`src/rtl/sd_decim_pkg.sv`:
```
package sd_decim_pkg;
    parameter int CNT_W = 11;
    parameter int OUT_W = 10;
    parameter int RES_W = 4;
endpackage

```
`src/rtl/sd_window_counter.sv`:
```
module sd_window_counter #(
    parameter int CNT_W = 11
) (
    input  logic             clk_i,
    input  logic             rst_ni,
    input  logic             bit_i,
    input  logic             frame_i,
    output logic [CNT_W-1:0] ones_o,
    output logic [CNT_W-1:0] len_o
);
    localparam logic [CNT_W-1:0] CntMax = '1;

    typedef struct packed {
        logic [CNT_W-1:0] ones;
        logic [CNT_W-1:0] len;
    } cnt_t;

    cnt_t cnt_d, cnt_q;

    always_comb begin
        cnt_d = cnt_q;
        if (frame_i) begin
            cnt_d.ones = CNT_W'(bit_i);
            cnt_d.len  = CNT_W'(1);
        end else begin
            if (cnt_q.len != CntMax) cnt_d.len = cnt_q.len + CNT_W'(1);
            if (bit_i && cnt_q.ones != CntMax) cnt_d.ones = cnt_q.ones + CNT_W'(1);
        end
    end

    always_ff @(posedge clk_i) begin
        if (!rst_ni) cnt_q <= '0;
        else         cnt_q <= cnt_d;
    end

    assign ones_o = cnt_q.ones;
    assign len_o  = cnt_q.len;
endmodule

```
`src/rtl/sd_res_calc.sv`:
```
module sd_res_calc #(
    parameter int CNT_W = 11,
    parameter int OUT_W = 10,
    parameter int RES_W = 4
) (
    input  logic [CNT_W-1:0] len_i,
    output logic [RES_W-1:0] res_o
);
    // floor(log2(len)) limited to 1..OUT_W
    always_comb begin
        res_o = RES_W'(1);
        for (int i = 1; i <= OUT_W; i++) begin
            if (32'(len_i) >= (32'd1 << i)) res_o = RES_W'(i);
        end
    end
endmodule

```
`src/rtl/sd_scale.sv`:
```
module sd_scale #(
    parameter int CNT_W = 11,
    parameter int OUT_W = 10,
    parameter int RES_W = 4
) (
    input  logic [CNT_W-1:0]        ones_i,
    input  logic [CNT_W-1:0]        len_i,
    input  logic [RES_W-1:0]        res_i,
    output logic signed [OUT_W-1:0] value_o
);
    localparam int W = CNT_W + 2;

    logic signed [W-1:0] diff, half, hi, lo, clip, shf;

    always_comb begin
        diff = $signed({2'b00, ones_i}) - $signed({3'b000, len_i[CNT_W-1:1]});
        half = $signed(W'(1) << (res_i - RES_W'(1)));
        hi   = half - W'(1);
        lo   = -half;
        if (diff > hi)      clip = hi;
        else if (diff < lo) clip = lo;
        else                clip = diff;
        shf     = clip <<< (OUT_W - int'(res_i));
        value_o = shf[OUT_W-1:0];
    end
endmodule

```
`src/rtl/sd_period_decim.sv`:
```
module sd_period_decim
    import sd_decim_pkg::*;
#(
    parameter int CW = CNT_W,
    parameter int OW = OUT_W,
    parameter int RW = RES_W
) (
    input  logic          clk_i,
    input  logic          rst_ni,
    input  logic          bit_i,
    input  logic          frame_i,
    output logic [OW-1:0] sample_o,
    output logic [RW-1:0] res_o,
    output logic          valid_o
);
    typedef struct packed {
        logic [OW-1:0] sample;
        logic [RW-1:0] res;
        logic          valid;
    } out_t;

    logic [CW-1:0] ones_w, len_w;
    logic [RW-1:0] res_w;
    logic signed [OW-1:0] value_w;
    out_t st_d, st_q;

    sd_window_counter #(.CNT_W(CW)) u_cnt (
        .clk_i  (clk_i),
        .rst_ni (rst_ni),
        .bit_i  (bit_i),
        .frame_i(frame_i),
        .ones_o (ones_w),
        .len_o  (len_w)
    );

    sd_res_calc #(.CNT_W(CW), .OUT_W(OW), .RES_W(RW)) u_res (
        .len_i(len_w),
        .res_o(res_w)
    );

    sd_scale #(.CNT_W(CW), .OUT_W(OW), .RES_W(RW)) u_scale (
        .ones_i (ones_w),
        .len_i  (len_w),
        .res_i  (res_w),
        .value_o(value_w)
    );

    always_comb begin
        st_d       = st_q;
        st_d.valid = frame_i;
        if (frame_i) begin
            st_d.sample = value_w;
            st_d.res    = res_w;
        end
    end

    always_ff @(posedge clk_i) begin
        if (!rst_ni) st_q <= '0;
        else         st_q <= st_d;
    end

    assign sample_o = st_q.sample;
    assign res_o    = st_q.res;
    assign valid_o  = st_q.valid;
endmodule

```
`config.mk`:
```
export PLATFORM = sky130hd
export DESIGN_NAME = sd_period_decim
export DESIGN_NICKNAME = d
export VERILOG_FILES = /design/src/rtl/sd_decim_pkg.sv /design/src/rtl/sd_window_counter.sv /design/src/rtl/sd_res_calc.sv /design/src/rtl/sd_scale.sv /design/src/rtl/sd_period_decim.sv
export SDC_FILE = /design/constraint.sdc
export NUM_CORES = 1
export LEC_CHECK = 0
export BUFFER_PORTS_ARGS = -buffer_cell sky130_fd_sc_hd__buf_2
export CORE_MARGIN = 8
export CORE_UTILIZATION = 61
export CTS_BUF_LIST = sky130_fd_sc_hd__clkbuf_8
export DETAILED_ROUTE_END_ITERATION = 6
export PLACE_DENSITY_LB_ADDON = 0.12
export SETUP_SLACK_MARGIN = 0.15
export SLEW_MARGIN = 10
export SYNTH_ARGS = -nofsm -noshare
export SYNTH_HDL_FRONTEND = slang
export SYNTH_SLANG_ARGS = --single-unit
```
`constraint.sdc`:
```
create_clock -name clk_i -period 12.25 [get_ports clk_i]
set_input_delay 1.225 -clock clk_i [delete_from_list [all_inputs] [get_ports clk_i]]
set_output_delay 1.225 -clock clk_i [all_outputs]
set_load 0.005 [all_outputs]
```
==> impl_metrics.yaml <==
run_status:
  outcome: "finished, final reports clean"
synthesis:
  synth_common_cells: "ha_1 (47), nor2_1 (46), nand2_1 (45)"
  yosysUniqueCellTypes: 75
  synth_nets: 552
  post-synth-top-count-cell: "ha_1"
  avgSynthCellArea_um2: 7.85
  ys.warnings.count: 0
  ys_ff_latch: 37
  ys_seq_area_share_pct: 18.9
  yosysTopAreaCellShare_pct: 18.9
  synthArstFlopShare_pct: 0
  syn_inst: 500
  synth_edf_count: 0
  syn_area_um2: 3920
  synth_flop_cell: "dfxtp_1"
  synth_area_leader_cell: "dfxtp_1"
  yosys-top-cells-area: "dfxtp_1 (19%), ha_1 (15%), nor2_1 (4.4%)"
pwr:
  power_leakage_nw: 1.76
  powerDensity_nw_per_um2: 98.2
  p_int_mw: 0.260
  switching_share_pct: 35.1
  combPwrFrac_pct: 36.4
  switchingPower_mw: 0.141
  p_clk_share_pct: 32.6
  pwr-share-seq_pct: 31.0
  peakVddDrop_v: 0.0000759
timing:
  rsz0062_at_grt: "false"
  hold_slack_ns: 0.460
  maxSlewViolCount: 0
  fmax_mhz: 148
  tns_ns: 0
  final.setup_skew_ns: 0.00956
  setup_viol_count_final: 0
  max_slew_margin_pct: 35.0
  hold_viol_final: 0
  period_minus_slack_ns: 6.76
  worst_slew_pin_slew_ns: 0.975
  fin_crit_sh_pct: 55.2
grt:
  first_global_vias: 3688
  grt_pass1_wl_um: 17800
  grtUsageTotal_pct: 24.3
  grt_max_degree: 21
  antenna_found_initial: 0
  overflow: 0
run:
  cap_violations: 0
worst_setup_path:
  crit_type: "reg -> reg"
  worstReg2RegStart: "u_cnt.len_o[3]"
  critPathLaunchType: "flop"
  reg2regPathDepth: 26
  arrival_ns: 6.94
  worstReg2RegEnd: "sample_o[8]"
  path_max_fanout: 18
  required_ns: 12.44
  crit_path_start: "u_cnt.len_o[3]"
  critPathCaptureType: "flop"
  r2r_slack_ns: 5.49
cts:
  clk_pin_slew_ns: 0.08
  cts_max_path_buffers: 2
  cts_buffers: 5
  cts_resized: 0
  postCtsSetupRepairBufs: 0
  cts_sinks: 37
  ctsHoldBuffers: 0
  cts_root_buf: "clkbuf_8"
  insertion_delay_ns: 0.30
  cts_tree: "built"
  htree_levels: 2
die:
  row_count: 29
  start_util_pct: 62.5
  ioPinCount: 19
  core_area_um2: 6280
  die-height_um: 96.2
  die_area_um2: 9250
  die_w_um: 96.2
hold_path:
  hold_depth: 1
  hold_path.class: "reg -> reg"
  hold_end: "sample_o[3]"
  min_from: "sample_o[3]"
routing:
  vias: 3828
  ant_nets: 0
  viasPerCell: 6.57
  avgRoutedWirePerCell_um: 18.3
  first_iter_violations: 284
  routed_wl_um: 10700
  firstDrtPassIters: 5
  drc_errors: 0
place:
  port_buffers: 18
  dp_hpwl_um: 8330
  gp_congestion: 0.988
cells_and_area:
  drive_above_1_share_pct: 11.9
  n_antenna_cell: 0
  final_nets: 557
  syn_to_final_growth_pct: 4.15
  fillers: 559
[cell families after synthesis]
kind of cell | share of synthesized area, %
and+or+nand+nor | 24.4
AOI/OAI and AO/OA | 25.3
buffers and inverters | 7.56
adders and majority gates | 15.5
DFF | 18.9
xor gates and xnor gates | 5.80
muxes | 2.55
[cells in the final DEF (no fill, tap or decap), drive strengths merged, types with 3 or more instances in the layout]
cell / instances
a221oi: 4
a22o: 5
o221ai: 3
ha: 47
nor2: 46
and2: 5
or2: 6
and3: 3
a221o: 5
o2111ai: 3
nor2b: 4
or4: 4
a21o: 6
nor3: 15
nand4: 10
nand3: 20
mux2i: 4
or3: 10
a22oi: 4
o21a: 4
xor2: 11
dfxtp: 37
a211oi: 8
a31oi: 6
nand2b: 6
o21ai: 31
inv: 33
nor3b: 3
clkbuf: 5
a21oi: 33
buf: 20
mux2: 5
nand2: 45
xnor2: 15
o31ai: 7
o211ai: 5
nor4b: 4
[routing by layer]
| layer | vias up | track usage, % | part of all wire (%) |
|---|---|---|---|
| li1 | 1841 | - | - |
| met1 | 1798 | 29.8 | 43 |
| met5 | - | 0 | 0 |
| met2 | 162 | 40.6 | 49 |
| met3 | 27 | 4.37 | 5.9 |
| met4 | 0 | 10.9 | 2.7 |
[how the worst max path moves through the flow]
stage                        endpoint  cells past startpoint
final                     sample_o[8]                     26
after floorplan           sample_o[6]                     30
after global placement    sample_o[7]                     23
after detailed placement  sample_o[7]                     26
after CTS                 sample_o[7]                     26
after global routing      sample_o[9]                     26
[worst max-delay path, stage by stage (launching register included)]
cell,delay [ns]
dfxtp_1,0.43
nand2b_1,0.15
a21oi_1,0.08
o21ai_0,0.24
a21oi_1,0.14
nor2_1,0.38
inv_1,0.16
ha_1,0.41
o21a_1,0.24
nor2_1,0.29
nand3_1,0.25
ha_1,0.39
nor3_1,0.25
a21oi_1,0.07
mux2_2,0.28
o21ai_0,0.30
inv_1,0.08
ha_1,0.31
nand4_1,0.12
nor2_1,0.12
o31ai_1,0.12
a21oi_1,0.67
nor3_1,0.18
o31ai_1,0.46
nor2_1,0.14
a32oi_1,0.26
o211ai_2,0.11
[registers in the layout, summed over array words and instances, names as in the netlist]
| name | cells |
|---|---|
| sample_o | 10 |
| u_cnt.len_o | 11 |
| u_cnt.ones_o | 11 |
| valid_o | 1 |
| res_o | 4 |
[through the flow]
| step | area, um2 | std cells | setup WS, ns | total power [mW] | utilization [%] |
|---|---|---|---|---|---|
| final | 4090 | 583 | 5.49 | 0.401 | 65.1 |
| after detailed placement | 3950 | 575 | 5.65 | 0.268 | 62.9 |
| after global placement | 3950 | 575 | 5.76 | 0.267 | 62.9 |
| after floorplan | 3920 | 500 | 6.49 | 0.243 | - |
| after global routing | 4090 | 583 | 4.96 | 0.421 | 65.1 |
| after CTS | 4090 | 583 | 5.61 | 0.400 | 65.1 |
[cell type report]
class | count | area [um2] | area share [%]
multi-input cells | 409 | 2890 | 70.6
flip-flops and latches | 37 | 741 | 18.1
inverters | 32 | 120 | 2.94
repair buffers | 20 | 105 | 2.57
well taps | 77 | 96.3 | 2.36
clock buffers | 5 | 68.8 | 1.68
clock inverters | 3 | 68.8 | 1.68
[power by group through the flow]
stage | Clock, mW | Sequential, mW | Combinational (mW)
CTS | 0.134 | 0.124 | 0.142
global placement | 0 | 0.127 | 0.140
global route | 0.137 | 0.125 | 0.159
floorplan | 0 | 0.127 | 0.116
finish | 0.131 | 0.124 | 0.146
detailed placement | 0 | 0.127 | 0.141
No activity file was read; power rests on OpenSTA's default activity.
